`config.mk`:
```
export PLATFORM = sky130hd
export DESIGN_NAME = sfc_engine
export DESIGN_NICKNAME = d
export VERILOG_FILES = /design/src/rtl/sfc_pkg.sv /design/src/rtl/sfc_tick.sv /design/src/rtl/sfc_txbyte.sv /design/src/rtl/sfc_engine.sv
export SDC_FILE = /design/constraint.sdc
export NUM_CORES = 1
export LEC_CHECK = 0
export ABC_AREA = 1
export BUFFER_PORTS_ARGS = -buffer_cell sky130_fd_sc_hd__clkbuf_2
export CAP_MARGIN = 20
export CORE_ASPECT_RATIO = 0.75
export CORE_MARGIN = 4
export CORE_UTILIZATION = 40
export CTS_CLUSTER_DIAMETER = 60
export DETAILED_ROUTE_END_ITERATION = 12
export SYNTH_ARGS = -nofsm -noshare
export SYNTH_HDL_FRONTEND = slang
export SYNTH_SLANG_ARGS = --single-unit
```
`constraint.sdc`:
```
create_clock -name clk -period 3.43 [get_ports clk]
set_input_delay 0.686 -clock clk [delete_from_list [all_inputs] [get_ports clk]]
set_output_delay 0.686 -clock clk [all_outputs]
set_load 0.05 [all_outputs]
```
`src/rtl/sfc_pkg.sv`:
```
package sfc_pkg;
    typedef enum logic [1:0] {
        ST_IDLE,
        ST_SCK_LO,
        ST_SCK_HI,
        ST_TRAIL
    } sfc_state_e;

    localparam logic [1:0] W_CTL = 2'd0;
    localparam logic [1:0] W_CMD = 2'd1;
    localparam logic [1:0] W_DAT = 2'd2;
    localparam int GO_BIT   = 8;
    localparam int BUSY_BIT = 16;
    localparam logic [3:0] TX_MAX = 4'd8;
    localparam logic [3:0] RX_MAX = 4'd4;
endpackage

```
`src/rtl/sfc_tick.sv`:
```
module sfc_tick #(
    parameter int W = 2
) (
    input  logic         clk,
    input  logic         rst_n,
    input  logic         load,
    input  logic [W-1:0] load_val,
    output logic         zero
);
    logic [W-1:0] cnt_q;

    always_ff @(posedge clk or negedge rst_n) begin
        if (!rst_n)
            cnt_q <= '0;
        else if (load)
            cnt_q <= load_val;
        else if (cnt_q != '0)
            cnt_q <= cnt_q - 1'b1;
    end

    assign zero = (cnt_q == '0);
endmodule

```
`src/rtl/sfc_txbyte.sv`:
```
module sfc_txbyte (
    input  logic [2:0]  idx,
    input  logic [31:0] cmd,
    input  logic [31:0] dat,
    output logic [7:0]  byte_o
);
    logic [7:0] lane [8];

    assign lane[0] = cmd[7:0];
    assign lane[1] = cmd[31:24];
    assign lane[2] = cmd[23:16];
    assign lane[3] = cmd[15:8];

    for (genvar k = 0; k < 4; k++) begin : g_dlane
        assign lane[4+k] = dat[8*k +: 8];
    end

    assign byte_o = lane[idx];
endmodule

```
`src/rtl/sfc_engine.sv`:
```
module sfc_engine
    import sfc_pkg::*;
#(
    parameter int DIV = 2
) (
    input  logic        clk,
    input  logic        rst_n,
    input  logic        reg_wr,
    input  logic [1:0]  reg_word,
    input  logic [31:0] reg_wdata,
    output logic [31:0] reg_rdata,
    output logic        spi_sck,
    output logic        spi_cs_n,
    output logic        spi_mosi,
    input  logic        spi_miso
);
    localparam int TW = (DIV < 2) ? 1 : $clog2(2 * DIV);
    localparam logic [TW-1:0] HALF_LD  = TW'(DIV - 1);
    localparam logic [TW-1:0] TRAIL_LD = TW'(2 * DIV - 1);

    sfc_state_e state_q, state_d;

    logic [7:0]  ctl_q;
    logic [31:0] cmd_q, dat_q;
    logic [3:0]  txn_q, tot_q, byte_q;
    logic [2:0]  bit_q;
    logic [7:0]  txsh_q, rxsh_q;

    logic        busy, wr_ctl, wr_cmd, wr_dat, go;
    logic [3:0]  tx_req, rx_req, rx_off;
    logic        last_bit, last_byte, in_rx;
    logic [1:0]  rx_slot;
    logic [2:0]  lane_idx;
    logic [7:0]  lane_byte;
    logic        tmr_zero, tmr_load;
    logic [TW-1:0] tmr_val;

    assign busy   = (state_q != ST_IDLE);
    assign wr_ctl = reg_wr && (reg_word == W_CTL) && !busy;
    assign wr_cmd = reg_wr && (reg_word == W_CMD) && !busy;
    assign wr_dat = reg_wr && (reg_word == W_DAT) && !busy;
    assign go     = wr_ctl && reg_wdata[GO_BIT] && (reg_wdata[3:0] != 4'd0);
    assign tx_req = (reg_wdata[3:0] > TX_MAX) ? TX_MAX : reg_wdata[3:0];
    assign rx_req = (reg_wdata[7:4] > RX_MAX) ? RX_MAX : reg_wdata[7:4];

    assign last_bit  = (bit_q == 3'd7);
    assign last_byte = (byte_q == tot_q - 4'd1);
    assign in_rx     = (byte_q >= txn_q);
    assign rx_off    = byte_q - txn_q;
    assign rx_slot   = rx_off[1:0];
    assign lane_idx  = busy ? (byte_q[2:0] + 3'd1) : 3'd0;

    sfc_txbyte u_lane (
        .idx    (lane_idx),
        .cmd    (cmd_q),
        .dat    (dat_q),
        .byte_o (lane_byte)
    );

    assign tmr_load = (state_d != state_q);
    assign tmr_val  = (state_d == ST_TRAIL) ? TRAIL_LD : HALF_LD;

    sfc_tick #(.W(TW)) u_tick (
        .clk      (clk),
        .rst_n    (rst_n),
        .load     (tmr_load),
        .load_val (tmr_val),
        .zero     (tmr_zero)
    );

    // next-state logic
    always_comb begin
        state_d = state_q;
        unique case (state_q)
            ST_IDLE:   if (go)       state_d = ST_SCK_LO;
            ST_SCK_LO: if (tmr_zero) state_d = ST_SCK_HI;
            ST_SCK_HI: if (tmr_zero) state_d = (last_bit && last_byte) ? ST_TRAIL : ST_SCK_LO;
            ST_TRAIL:  if (tmr_zero) state_d = ST_IDLE;
        endcase
    end

    // state register and datapath
    always_ff @(posedge clk or negedge rst_n) begin
        if (!rst_n) begin
            state_q <= ST_IDLE;
            ctl_q   <= '0;
            cmd_q   <= '0;
            dat_q   <= '0;
            txn_q   <= '0;
            tot_q   <= '0;
            byte_q  <= '0;
            bit_q   <= '0;
            txsh_q  <= '0;
            rxsh_q  <= '0;
        end else begin
            state_q <= state_d;
            if (wr_ctl) ctl_q <= reg_wdata[7:0];
            if (wr_cmd) cmd_q <= reg_wdata;
            if (wr_dat) dat_q <= reg_wdata;
            if (go) begin
                txn_q  <= tx_req;
                tot_q  <= tx_req + rx_req;
                byte_q <= '0;
                bit_q  <= '0;
                txsh_q <= lane_byte;
            end
            if (state_q == ST_SCK_LO && tmr_zero)
                rxsh_q <= {rxsh_q[6:0], spi_miso};
            if (state_q == ST_SCK_HI && tmr_zero) begin
                if (last_bit) begin
                    bit_q  <= '0;
                    byte_q <= byte_q + 4'd1;
                    txsh_q <= lane_byte;
                    if (in_rx) dat_q[{rx_slot, 3'b000} +: 8] <= rxsh_q;
                end else begin
                    bit_q  <= bit_q + 3'd1;
                    txsh_q <= {txsh_q[6:0], 1'b0};
                end
            end
        end
    end

    // outputs
    always_comb begin
        spi_sck  = (state_q == ST_SCK_HI);
        spi_cs_n = (state_q == ST_IDLE);
        spi_mosi = (state_q == ST_SCK_LO || state_q == ST_SCK_HI) && !in_rx && txsh_q[7];
        unique case (reg_word)
            W_CTL:   reg_rdata = {15'd0, busy, 8'd0, ctl_q};
            W_CMD:   reg_rdata = cmd_q;
            W_DAT:   reg_rdata = dat_q;
            default: reg_rdata = '0;
        endcase
    end


    launch_chk: assert property (@(posedge clk) disable iff (!rst_n)
        (reg_wr && reg_word == W_CTL && reg_wdata[GO_BIT] && reg_wdata[3:0] != 4'd0 && spi_cs_n)
        |=> !spi_cs_n);


    zero_tx_chk: assert property (@(posedge clk) disable iff (!rst_n)
        (reg_wr && reg_word == W_CTL && reg_wdata[3:0] == 4'd0 && spi_cs_n)
        |=> spi_cs_n);


    busy_wr_ignored_chk: assert property (@(posedge clk) disable iff (!rst_n)
        (reg_wr && !spi_cs_n) |=> ($stable(ctl_q) && $stable(cmd_q)));


    dat_hold_idle_chk: assert property (@(posedge clk) disable iff (!rst_n)
        (spi_cs_n && !(reg_wr && reg_word == W_DAT)) |=> $stable(dat_q));


    byte_bound_chk: assert property (@(posedge clk) disable iff (!rst_n)
        !spi_cs_n |-> (byte_q <= tot_q && tot_q <= TX_MAX + RX_MAX));
endmodule

```
======== Word-level counts from Yosys, hierarchy flattened ========
Index checks and enable logic that the tools add are counted.
word-level totals
  flip-flop bits (word level) ............. 107
  output and inout port bits .............. 35
operators by class
  add/sub/neg operators ................... 8
  $lt $le $gt $ge ......................... 4
  equality and inequality tests ........... 9
  shifts and indexed selects .............. 2
  mux-type cells .......................... 30
  bitwise operators ....................... 1
  reduce and logical (&&, ||, !) cells .... 24
operator list
  kind                                                   number
  2-to-1 mux 32 bit                                      4
  case mux 32 bit (3 select lines)                       1
  2-to-1 mux 8 bit                                       5
  bitwise mux 32 bit                                     1
  variable shift 8 x 7 -> 32 bit (first input constant)  1
  variable part select 8 x 7 -> 32 bit                   1
  binary-select mux 8 bit (select 3 bit)                 1
  2-to-1 mux 4 bit                                       5
  2-to-1 mux 2 bit                                       8
  logical AND 1 bit                                      13
  2-to-1 mux 3 bit                                       4
  == test 2 bit (second input constant)                  4
  case mux 2 bit (4 select lines)                        1
  nonzero test 2 bit                                     4
  negation 5 -> 7 bit                                    1
  adder 3 x 1 -> 3 bit (second input constant)           2
  logical NOT 2 bit                                      3
  adder 4 x 1 -> 4 bit (second input constant)           1
  adder 4 bit                                            1
  == test 2 x 1 -> 1 bit (second input constant)         2
  == test 4 bit                                          1
  >= comparator 4 bit                                    1
  >= comparator 4 bit (second input constant)            1
  > comparator 4 x 3 -> 1 bit (second input constant)    1
  10 further kinds                                       11

======== Longest topological paths before layout ========
Gate-level depths: netlist of the first run.
  depth after elaboration ................. 10
  gate-level depth with buffers ........... 14
  mapped depth without buffers ............ 14

======== By module ========
From an unflattened synthesis of the first run, not the netlist that was laid out.
second synthesis, totals
  cells, all modules ...................... 942
  area, all modules ....................... 6725.2 um^2
modules (own cells, without submodules)
  module      times used  cells an instance  area an instance (um^2)  seq. area each (um^2)
  sfc_engine  1           711                5671.7                   2627.5
  sfc_txbyte  1           214                933.4                    0.0
  sfc_tick    1           17                 120.1                    50.0

======== Worst setup path after synthesis of the first run ========
OpenSTA, ideal clock, no wires.
  kind .................................... input to output
  start point ............................. input port reg_word[0]
  end point ............................... output port reg_rdata[24]
  arrival ................................. 2.200 ns
  required time ........................... 2.744 ns
  path slack .............................. 0.544 ns
  cell stages on the path ................. 4
  cell sequence ........................... inv_1 nor2_4 clkinv_1 o21ai_0
on the way
  longest elaborated chain between the ends .. 2
  elaborated cells between the ends (all ways) .. 4
RTL lines
  what                                         line               text
  start, declared                              sfc_engine.sv:9    input logic [1:0] reg_word,
  == test 2 bit, or another cell as far along  sfc_engine.sv:128  unique case (reg_word)
  case mux 32 bit (3 select lines) *           sfc_engine.sv:128
  end, declared                                sfc_engine.sv:11   output logic [31:0] reg_rdata,
Mark *: on every way between the ends. The rest lies on a longest branch, timed or not.

======== Worst setup path after layout of the first run ========
  start point ............................. register byte_q[0]
  end point ............................... output port spi_mosi
on the way
  longest elaborated chain between the ends .. 4
RTL lines
  what                             line               text
  start, declared                  sfc_engine.sv:25   logic [3:0] txn_q, tot_q, byte_q;
  start signal, assigned           sfc_engine.sv:112  byte_q <= byte_q + 4'd1;
  >= comparator 4 bit              sfc_engine.sv:48   assign in_rx = (byte_q >= txn_q);
  logical NOT 1 bit                sfc_engine.sv:127  spi_mosi = (state_q == ST_SCK_LO || state_q == ST_SCK_HI) && !in_rx && txsh_q[7];
  logical AND 1 bit (2 in series)  sfc_engine.sv:127
  end, declared                    sfc_engine.sv:14   output logic spi_mosi,
Every way passes these cells.

==> summary.txt, run 1 <==
Run status
  – Status: finished, final reports clean

Floorplan
  – Starting Density: 41.1%
  – Die Y: 117 um
  – Die W: 153 um
  – Cell row count: 39
  – Core ar.: 0.0154 sq mm
  – Die area: 0.0179 sq mm
  – # IOs: 73

Final layout
  – Syn-to-layout area delta: 12.1%
  – Nets: 907
  – Ant diodes: 0
  – Fin util: 46.1%
  – Layout cell share with drive strength beyond 1: 15.5%
  – Final Non-Filler Cells: 1056
  – Finished Cell Area: 0.00708 sq mm

Timing
  – Final hold slack: 0.381 ns
  – Final Cycle Share: 92.7%
  – Worst Max-Slew Pin Slew: 0.772 ns
  – Setup TNS Final: 0 ns
  – Post-layout min period: 3.18 ns
  – Setup WS post-layout: 0.250 ns
  – Max Fclk: 0.314 GHz
  – RSZ-0062 raised after global routing: false
  – Slew margin rel.: 48.4%
  – Endpoints failing setup: 0
  – Final Skew: 0.00811 ns
  – Fin. Hold Viols: 0
  – Max Slew Vio Count: 0

Detailed routing
  – Vias per cell: 5.41
  – Vias: 5714
  – DRC: 0
  – Routed WL: 19.3 mm
  – Per-cell routed wire length: 18.2 um
  – First DRT Iteration DRCs: 625
  – DRT Pass-1 Iters: 7
  – Antenna-violating nets left: 0

Logic synthesis
  – Simple-Gate Fraction of Synth Area: 19.0%
  – Synth Instances: 797
  – Async set-reset flop share out of synthesis: 100%
  – Syn Area/Cell: 7.93 sq um
  – Post-synthesis mux area share: 0.653%
  – Post-synthesis compound-gate area fraction: 22.3%
  – Post-Synth Adder-Cell Area: 4.59%
  – Syn_nets: 857
  – Ys flop type: dfrtp_1
  – Distinct cell type count after synthesis: 44
  – Total number of yosys warnings: 0
  – #FFs+latches synth: 107
  – XOR/XNOR Fraction of Synth Area: 0.693%
  – Post-synth EDFFs: 0
  – Mapped Area: 0.00632 sq mm
  – Largest family of logic cells by synthesized area: compound AO/OA/AOI/OAI gates
  – Post-synthesis sequential area ratio: 42.4%

CTS
  – Root Buffer: clkbuf_16
  – Clk buf depth: 2
  – CTS clock-pin slew for the worst setup and hold paths: 0.07 ns
  – Clk_lat worst skew: 0.35 ns
  – CTS Buf Count: 9
  – Post-CTS Setup Bufs: 0
  – Resized cells post-CTS: 0
  – CTS Sinks: 107
  – CTS tree: built
  – H-tree depth: 3
  – Post-CTS Hold Buffers: 0

Global routing
  – Vias in the first global route: 5354
  – Total Routing Usage GR: 22.0%
  – Largest net degree at the start of global routing: 65
  – First-pass GRT wire length: 30.8 mm
  – Grt total ovfl: 0
  – Antenna violations before repair: 0

Critical path
  – Worst Setup Start Kind: flip-flop
  – Crit Path Class: reg -> out
  – Critical Path Max Stage Delay: 0.75 ns
  – Critical Path RT: 2.74 ns
  – Reg2Reg Setup Slack: 0.51 ns
  – CP Data Arrival Time: 2.49 ns
  – Crit-path cells: inv_1 > ha_1 > nand4_1 > nand3_1 > nor2_1 > clkbuf_2
  – Crit-path slowest cell: ha_1
  – Worst Setup End Kind: output port
  – Critical-path maximum fanout: 20

Job
  – Max cap viols: 0

Placed design
  – DP HPWL: 14.3 mm
  – Port Buffers: 72
  – RD Place Congestion: 0.891
  – Placed inst area: 0.00677 sq mm
  – Pre-CTS worst setup slack: 0.558 ns
  – Cells after DPL: 1041

Power
  – Max IR drop VDD: 0.492 mV
  – Total Power: 7.35 mW
  – Leakage: 3.47 nW
  – PwrDens: 1040 mW/mm^2

Worst hold path
  – Hold/Removal Path Class: in -> async
==> flip-flops by register name (all words and copies together) (netlist names), 3 cells and up <==
name / flops
tot_q: 4
cmd_q: 32
txsh_q: 8
byte_q: 4
ctl_q: 8
bit_q: 3
dat_q: 32
txn_q: 4
rxsh_q: 8
==> metal layers <==
| layer | track usage [%] | wire (um) | up-vias |
|---|---|---|---|
| li1 | - | - | 2754 |
| met5 | 0 | 0 | - |
| met4 | 4.09 | 205 | 0 |
| met3 | 5.11 | 1640 | 14 |
| met1 | 34.5 | 9690 | 2727 |
| met2 | 31.1 | 7730 | 219 |
==> layout make-up <==
type	instances	area, sq um
fill	1533	8290
multi-input combinational	542	2990
sequential	107	2680
timing repair buffer	78	433
inverter	109	419
tap	205	256
clock buffer	11	233
clock inverter	4	76.3
==> worst paths after layout <==
path                                start         to  depth (start not counted)
worst max-delay path            byte_q[0]   spi_mosi                          6
worst max register to register  byte_q[0]  dat_q[12]                          7
min in group clk                 ctl_q[5]   ctl_q[5]                          2
worst min-delay path                rst_n  cmd_q[13]                          1
worst min register to register   ctl_q[5]   ctl_q[5]                          2
max in group asynchronous           rst_n   ctl_q[0]                          2
==> critical path: cells and delay by family (launching register included) <==
family / cells / cell delay [ns]
fa+ha+maj: 1 / 0.75
flops: 1 / 0.52
buf+inv: 2 / 0.48
simple gates: 3 / 0.38
==> Yosys cell counts (4+ instances only) <==
| cell | number | area (sq um) |
|---|---|---|
| clkbuf_1 | 12 | 45.0 |
| a21oi_1 | 39 | 195 |
| o21ai_1 | 56 | 280 |
| nor2_1 | 54 | 203 |
| dfrtp_1 | 107 | 2680 |
| buf_6 | 6 | 67.6 |
| o211ai_1 | 22 | 165 |
| inv_1 | 96 | 360 |
| o32ai_1 | 8 | 70.1 |
| inv_2 | 8 | 30.0 |
| buf_2 | 12 | 60.1 |
| ha_1 | 20 | 250 |
| nand4_1 | 9 | 56.3 |
| o22ai_1 | 17 | 106 |
| nand2_1 | 162 | 608 |
| nand3_1 | 21 | 105 |
| a22o_1 | 12 | 105 |
| xor2_1 | 4 | 35.0 |
| buf_4 | 5 | 37.5 |
| o21ai_0 | 77 | 385 |
| nand2_2 | 10 | 62.6 |
| nor2_4 | 5 | 56.3 |
==> power by group <==
group / internal [mW] / switching (mW)
combinational: 1.21 / 2.71
sequential: 1.83 / 0.483
clock: 0.639 / 0.475
total: 3.68 / 3.67
==> logic make-up (layout without fill, tap and decap cells) <==
kind of cell	after synthesis	in the layout
AO/OA/AOI/OAI	242	242
XOR/XNOR	5	5
adder cells (fa/ha/maj)	22	22
buffers and inverters	148	202
flip-flops	107	107
multiplexers	3	3
AND/OR/NAND/NOR	270	270
==> placed cells by master (no fill, tap or decap), types with 3 or more instances in the layout <==
cell type,n
nand3_1,21
nand2_2,10
a22o_1,12
o211ai_1,22
xor2_1,4
clkbuf_16,9
dfrtp_1,107
ha_1,20
clkbuf_2,71
inv_1,96
o21ai_0,77
nor2_1,54
nand4_1,9
inv_2,8
o22ai_1,17
nand2_1,162
nor2_4,5
a21oi_1,39
nor2_8,3
o32ai_1,8
o21ai_1,56
buf_4,5
Power figures use the tool's default switching activity.
==> inputs of run 2 (changes only) <==
- CORE_UTILIZATION: 40 -> 55
- PLACE_DENSITY: unset -> 0.76
- clock period: 3.43 -> 3.8 ns (I/O delays scaled with it)
==> run 2 against run 1 <==
  * Clock skew up 0.0019 ns
  * Cell count decreased by 6.0%
  * Global-route usage increased by 7.8 points
==> summary.txt, run 2 (synthesis results as in run 1) <==
Critical path
  – Crit Path Class: reg -> out (unchanged)
  – Worst Setup End Kind: output port (unchanged)
  – Critical Path Max Stage Delay: 0.77 ns (was 0.75 ns)
  – Critical-path maximum fanout: 20 (unchanged)
  – CP Data Arrival Time: 2.49 ns (about the same)
  – R2r worst-path depth: 7 (unchanged)
  – Reg-to-Reg Start: byte_q[0] (unchanged)
  – Worst r2r dst: dat_q[15] (was dat_q[12])
  – Crit-path cells: inv_1 > ha_1 > nand4_1 > nand3_1 > nor2_1 > clkbuf_2 (unchanged)
  – Reg2Reg Setup Slack: 0.89 ns (was 0.51 ns)
  – Critical Path RT: 3.04 ns (was 2.74 ns)
  – Worst Setup Start Kind: flip-flop (unchanged)
  – Crit-path slowest cell: ha_1 (unchanged)

Floorplan
  – Cell row count: 33 (was 39)
  – # IOs: 73 (unchanged)
  – Die area: 0.0133 sq mm (was 0.0179 sq mm)
  – Core ar.: 0.0111 sq mm (was 0.0154 sq mm)
  – Die Y: 101 um (was 117 um)
  – Die W: 132 um (was 153 um)
  – Starting Density: 57.1% (was 41.1%)

CTS
  – CTS Buf Count: 9 (unchanged)
  – Post-CTS Hold Buffers: 0 (unchanged)
  – Resized cells post-CTS: 0 (unchanged)
  – CTS Sinks: 107 (unchanged)
  – CTS tree: built (unchanged)
  – Clk buf depth: 2 (unchanged)
  – Post-CTS Setup Bufs: 0 (unchanged)
  – H-tree depth: 3 (unchanged)
  – CTS clock-pin slew for the worst setup and hold paths: 0.08 ns (was 0.07 ns)
  – Root Buffer: clkbuf_16 (unchanged)
  – Clk_lat worst skew: 0.35 ns (about the same)

Final layout
  – Nets: 908 (was 907)
  – Most common cell after layout, fill and taps aside: nand2_1 (unchanged)
  – Syn-to-layout area delta: 10.8% (was 12.1%)
  – Final Non-Filler Cells: 993 (was 1056)
  – Biggest regs: cmd_q: 32 flops, dat_q: 32 flops (unchanged)
  – Most frequent cells in the layout: nand2_1, dfrtp_1, inv_1 (unchanged)
  – Ant diodes: 0 (unchanged)
  – Layout cell share with drive strength beyond 1: 15.9% (was 15.5%)

Worst hold path
  – Hold/Removal Path Class: in -> async (unchanged)

Detailed routing
  – Met2 wire length: 7.99 mm (was 7.73 mm)
  – Per-cell routed wire length: 19.2 um (was 18.2 um)
  – Top Layer Used: met4 (unchanged)
  – Vias: 5897 (was 5714)
  – Routed WL: 19.0 mm (was 19.3 mm)
  – DRC: 0 (unchanged)
  – DRT Pass-1 Iters: 6 (was 7)
  – Met3 WL post-DR: 1.87 mm (was 1.64 mm)
  – Wl on met1: 8.88 mm (was 9.69 mm)
  – Antenna-violating nets left: 0 (unchanged)
  – First DRT Iteration DRCs: 758 (was 625)
  – Vias per cell: 5.94 (was 5.41)

Timing
  – Slew margin rel.: 30.2% (was 48.4%)
  – Fin. Hold Viols: 0 (unchanged)
  – Worst Max-Slew Pin Slew: 1.04 ns (was 0.772 ns)
  – Final Skew: 0.00997 ns (was 0.00811 ns)
  – Setup TNS Final: 0 ns (unchanged)
  – Endpoints failing setup: 0 (unchanged)
  – RSZ-0062 raised after global routing: false (unchanged)
  – Final Cycle Share: 85.6%
  – Max Fclk: 0.308 GHz
  – Max Slew Vio Count: 0 (unchanged)
  – Post-layout min period: 3.25 ns
  – Setup WS post-layout: 0.549 ns (was 0.250 ns)

Power
  – Total Power: 6.75 mW (was 7.35 mW)
  – PwrDens: 964 mW/mm^2 (was 1040 mW/mm^2)
  – Leakage: 3.48 nW (was 3.47 nW)
  – Max IR drop VDD: 0.480 mV (was 0.492 mV)

Global routing
  – Grt total ovfl: 0 (unchanged)
  – Total Routing Usage GR: 29.8% (was 22.0%)
  – Antenna violations before repair: 0 (unchanged)
  – Vias in the first global route: 5560 (was 5354)
  – Largest net degree at the start of global routing: 89 (was 65)
  – First-pass GRT wire length: 30.7 mm (was 30.8 mm)

Placed design
  – DP HPWL: 14.5 mm (was 14.3 mm)
  – Pre-CTS worst setup slack: 0.811 ns (was 0.558 ns)
  – Cells after DPL: 976 (was 1041)
  – Port Buffers: 72 (unchanged)
  – RD Place Congestion: 0.960 (was 0.891)

Run status
  – Status: finished, final reports clean (unchanged)

Job
  – Max cap viols: 0 (unchanged)
## run 2: power by group
group | switching (mW) | leakage [nW] | internal (mW) | total (mW)
registers | 0.444 | 1.29 | 1.65 | 2.10
clock network | 0.450 | 0.154 | 0.537 | 0.987
logic | 2.57 | 2.04 | 1.10 | 3.67
total | 3.46 | 3.48 | 3.29 | 6.75
## run 2: layout make-up
class / count / area (sq um)
clock buffers: 10 / 239
clock inverters: 6 / 70.1
multi-input cells: 542 / 2990
repair buffers: 79 / 435
fillers: 997 / 4060
inverters: 109 / 419
well taps: 140 / 175
flip-flops and latches: 107 / 2680
## run 2: worst max-delay path by stage
| stage | start | to | slack [ns] | cells past startpoint |
|---|---|---|---|---|
| 3_5_place_dp | reg_word[1] | reg_rdata[8] | 0.81 | 6 |
| 4_1_cts | byte_q[0] | spi_mosi | 0.53 | 6 |
| 3_3_place_gp | reg_word[1] | reg_rdata[8] | 0.85 | 6 |
| 6_report | byte_q[0] | spi_mosi | 0.55 | 6 |
| 5_1_grt | byte_q[0] | spi_mosi | 0.38 | 6 |
| 2_1_floorplan | reg_word[0] | reg_rdata[24] | 0.77 | 4 |
## run 2: per-layer routing
metal / vias up / global-route usage [%]
li1: 2765 / -
met4: 0 / 7.02
met2: 297 / 42.6
met3: 25 / 8.43
met5: - / 0
met1: 2810 / 44.9
## run 2: worst max-delay path: cells and delay by family, from the launching register on
kind,cells,cell delay (ns)
adder cells (fa/ha/maj),1,0.77
flip-flops,1,0.52
buffers and inverters,2,0.48
AND/OR/NAND/NOR,3,0.37
## run 2: metrics by stage
stage | area (sq um) | hold WS [ns] | utilization [%]
2_1_floorplan | 6320 | 0.449 | -
3_3_place_gp | 6670 | 0.467 | 60.2
3_5_place_dp | 6670 | 0.476 | 60.2
4_1_cts | 6970 | 0.493 | 63.0
5_1_grt | 7000 | 0.420 | 63.3
6_report | 7000 | 0.393 | 63.3
==> inputs of run 3 (changes only) <==
- ABC_AREA: 1 -> unset
==> run 3 against run 2 <==
  * Sequential power up 9%
  * Design area up 0.68%
  * Register-to-register slack better by 0.02 ns
  * Routed wire length down 14%
==> summary.txt, run 3 <==
CTS
  – Post-CTS Hold Buffers: 0 (unchanged)
  – Post-CTS Setup Bufs: 0 (unchanged)
  – CTS tree: built (unchanged)
  – CTS Sinks: 107 (unchanged)
  – Resized cells post-CTS: 0 (unchanged)
  – CTS Buf Count: 9 (unchanged)
  – H-tree depth: 3 (unchanged)
  – Root Buffer: clkbuf_16 (unchanged)
  – Clk_lat worst skew: 0.35 ns (about the same)
  – Clk buf depth: 2 (unchanged)
  – CTS clock-pin slew for the worst setup and hold paths: 0.07 ns (was 0.08 ns)

Timing
  – Final Skew: 0.00719 ns (was 0.00997 ns)
  – Final Cycle Share: 82.7% (was 85.6%)
  – RSZ-0062 raised after global routing: false (unchanged)
  – Endpoints failing setup: 0 (unchanged)
  – Setup TNS Final: 0 ns (unchanged)
  – Slew margin rel.: 24.4% (was 30.2%)
  – Fin. Hold Viols: 0 (unchanged)
  – Max Slew Vio Count: 0 (unchanged)
  – Post-layout min period: 3.14 ns (was 3.25 ns)
  – Worst Max-Slew Pin Slew: 1.13 ns (was 1.04 ns)
  – Max Fclk: 0.318 GHz (was 0.308 GHz)

Floorplan
  – # IOs: 73 (unchanged)
  – Die W: 131 um (was 132 um)
  – Starting Density: 56.6% (was 57.1%)
  – Die Y: 100 um (was 101 um)
  – Cell row count: 33 (unchanged)
  – Die area: 0.0131 sq mm (was 0.0133 sq mm)
  – Core ar.: 0.0110 sq mm (was 0.0111 sq mm)

Logic synthesis
  – Syn Area/Cell: 11.1 sq um (was 7.93 sq um)
  – Post-synthesis sequential area ratio: 42.9% (was 42.4%)
  – Total number of yosys warnings: 0 (unchanged)
  – Post-synth EDFFs: 0 (unchanged)
  – Mapped Area: 0.00624 sq mm (was 0.00632 sq mm)
  – Most frequent cell after synthesis: dfrtp_1 (was nand2_1)
  – Async set-reset flop share out of synthesis: 100% (unchanged)
  – Synth Instances: 565 (was 797)
  – Top cells by count, synth: dfrtp_1, mux2i_1, mux2_2 (was nand2_1, dfrtp_1, inv_1)
  – Ys flop type: dfrtp_1 (unchanged)
  – Syn_nets: 625 (was 857)
  – Distinct cell type count after synthesis: 48 (was 44)
  – Synth top area cells: dfrtp_1, mux2i_1, mux2_2 (was dfrtp_1, nand2_1, o21ai_0)
  – #FFs+latches synth: 107 (unchanged)
  – Yosys top cell by area: dfrtp_1 (unchanged)
  – Yosys top cell area share: 42.9% (was 42.4%)

Critical path
  – Crit-path slowest cell: dfrtp_1 (was ha_1)
  – Critical Path RT: 3.04 ns (about the same)
  – Critical-path maximum fanout: 2 (was 20)
  – Crit Path Class: reg -> out (unchanged)
  – Worst Setup Start Kind: flip-flop (unchanged)
  – Worst Setup End Kind: output port (unchanged)
  – CP Data Arrival Time: 2.38 ns (was 2.49 ns)
  – Crit-path cells: inv_1 > ha_1 > inv_1 > fa_1 > a21o_1 > a21o_1 > a21oi_1 > and3_1 > clkbuf_2 (was inv_1 > ha_1 > nand4_1 > nand3_1 > nor2_1 > clkbuf_2)
  – Critical Path Max Stage Delay: 0.39 ns (was 0.77 ns)

Power
  – Leakage: 3.50 nW (was 3.48 nW)
  – Max IR drop VDD: 0.527 mV (was 0.480 mV)
  – PwrDens: 788 mW/mm^2 (was 964 mW/mm^2)
  – Total Power: 5.56 mW (was 6.75 mW)

Final layout
  – Nets: 686 (was 908)
  – Biggest regs: cmd_q: 32 flops, dat_q: 32 flops (unchanged)
  – Fin util: 63.9% (was 63.3%)
  – Ant diodes: 0 (unchanged)
  – Most common cell after layout, fill and taps aside: dfrtp_1 (was nand2_1)
  – Most frequent cells in the layout: dfrtp_1, mux2i_1, clkbuf_2 (was nand2_1, dfrtp_1, inv_1)
  – Syn-to-layout area delta: 12.9% (was 10.8%)
  – Final Non-Filler Cells: 771 (was 993)
  – Layout cell share with drive strength beyond 1: 27.3% (was 15.9%)

Job
  – Max cap viols: 0 (unchanged)

Detailed routing
  – Antenna-violating nets left: 0 (unchanged)
  – DRC: 0 (unchanged)
  – First DRT Iteration DRCs: 354 (was 758)
  – DRT Pass-1 Iters: 5 (was 6)
  – Vias per cell: 6.22 (was 5.94)
  – Per-cell routed wire length: 21.3 um (was 19.2 um)
  – Routed WL: 16.4 mm (was 19.0 mm)
  – Vias: 4798 (was 5897)

Run status
  – Status: finished, final reports clean (unchanged)

Global routing
  – Total Routing Usage GR: 26.0% (was 29.8%)
  – Grt total ovfl: 0 (unchanged)
  – Vias in the first global route: 4732 (was 5560)
  – First-pass GRT wire length: 26.2 mm (was 30.7 mm)
  – Antenna violations before repair: 0 (unchanged)
  – Largest net degree at the start of global routing: 45 (was 89)

Worst hold path
  – Hold/Removal Path Class: in -> async (unchanged)

Placed design
  – Port Buffers: 72 (unchanged)
  – DP HPWL: 12.3 mm (was 14.5 mm)
  – RD Place Congestion: 0.940 (was 0.960)
  – Cells after DPL: 755 (was 976)
[run 3: cell types whose count changed after synthesis, sizes merged, moves of 16 or more]
cell,previous run,this run
nand2,172,59
nor2,64,22
o22ai,18,2
a22o,12,31
mux2,3,68
a21oi,41,4
o21ai,135,27
inv,107,19
mux2i,0,82
[run 3: final timing paths]
kind                       startpoint   endpoint  slack, ns  cells after the start
max                         byte_q[0]   spi_mosi       0.66                      9
min in group clk             txn_q[1]   txn_q[1]       0.49                      2
max reg2reg                state_q[1]  txsh_q[5]       0.91                      7
max in group asynchronous       rst_n  dat_q[15]       2.53                      2
min                             rst_n   tot_q[2]       0.40                      1
min reg2reg                  txn_q[1]   txn_q[1]       0.49                      2
[run 3: report_power, final]
part           internal (mW)  switching (mW)
clock                  0.534           0.428
sequential              1.66           0.612
combinational          0.997            1.32
total                   3.20            2.36
[run 3: routing by layer]
layer,up-vias,wire length (um),global-route usage [%]
met1,2414,7590,39.3
met5,-,0,0
met2,194,7490,38.8
li1,2169,-,-
met4,0,214,5.45
met3,21,1140,5.11
[run 3: kinds of logic after synthesis]
family,after synthesis,share of synthesized area [%]
buffers and inverters,54,3.87
AND/OR/NAND/NOR,115,8.28
adder cells (fa/ha/maj),22,4.65
flip-flops,107,42.9
AO/OA/AOI/OAI,105,13.2
XOR/XNOR,12,1.68
multiplexers,150,25.4
[run 3: final cells by class]
type	instances	area [sq um]
well taps	140	175
clock inverters	5	60.1
inverters	19	71.3
clock buffers	11	243
fillers	862	3980
multi-input cells	404	3340
repair buffers	85	485
flip-flops and latches	107	2680
[run 3: through the flow]
step	setup slack [ns]	hold WS, ns	area, sq um
floorplan	0.547	0.450	6240
global placement	0.900	0.465	6750
detailed placement	0.840	0.473	6750
CTS	0.662	0.415	7050
global route	0.515	0.443	7050
finish	0.658	0.400	7050
[run 3: critical path, delay by kind of cell, from the launching register on]
| family | cells | cell delay (ns) |
|---|---|---|
| AOI/OAI and AO/OA | 3 | 0.58 |
| adders and majority gates | 2 | 0.48 |
| buffers and inverters | 3 | 0.38 |
| DFF | 1 | 0.39 |
| and+or+nand+nor | 1 | 0.21 |
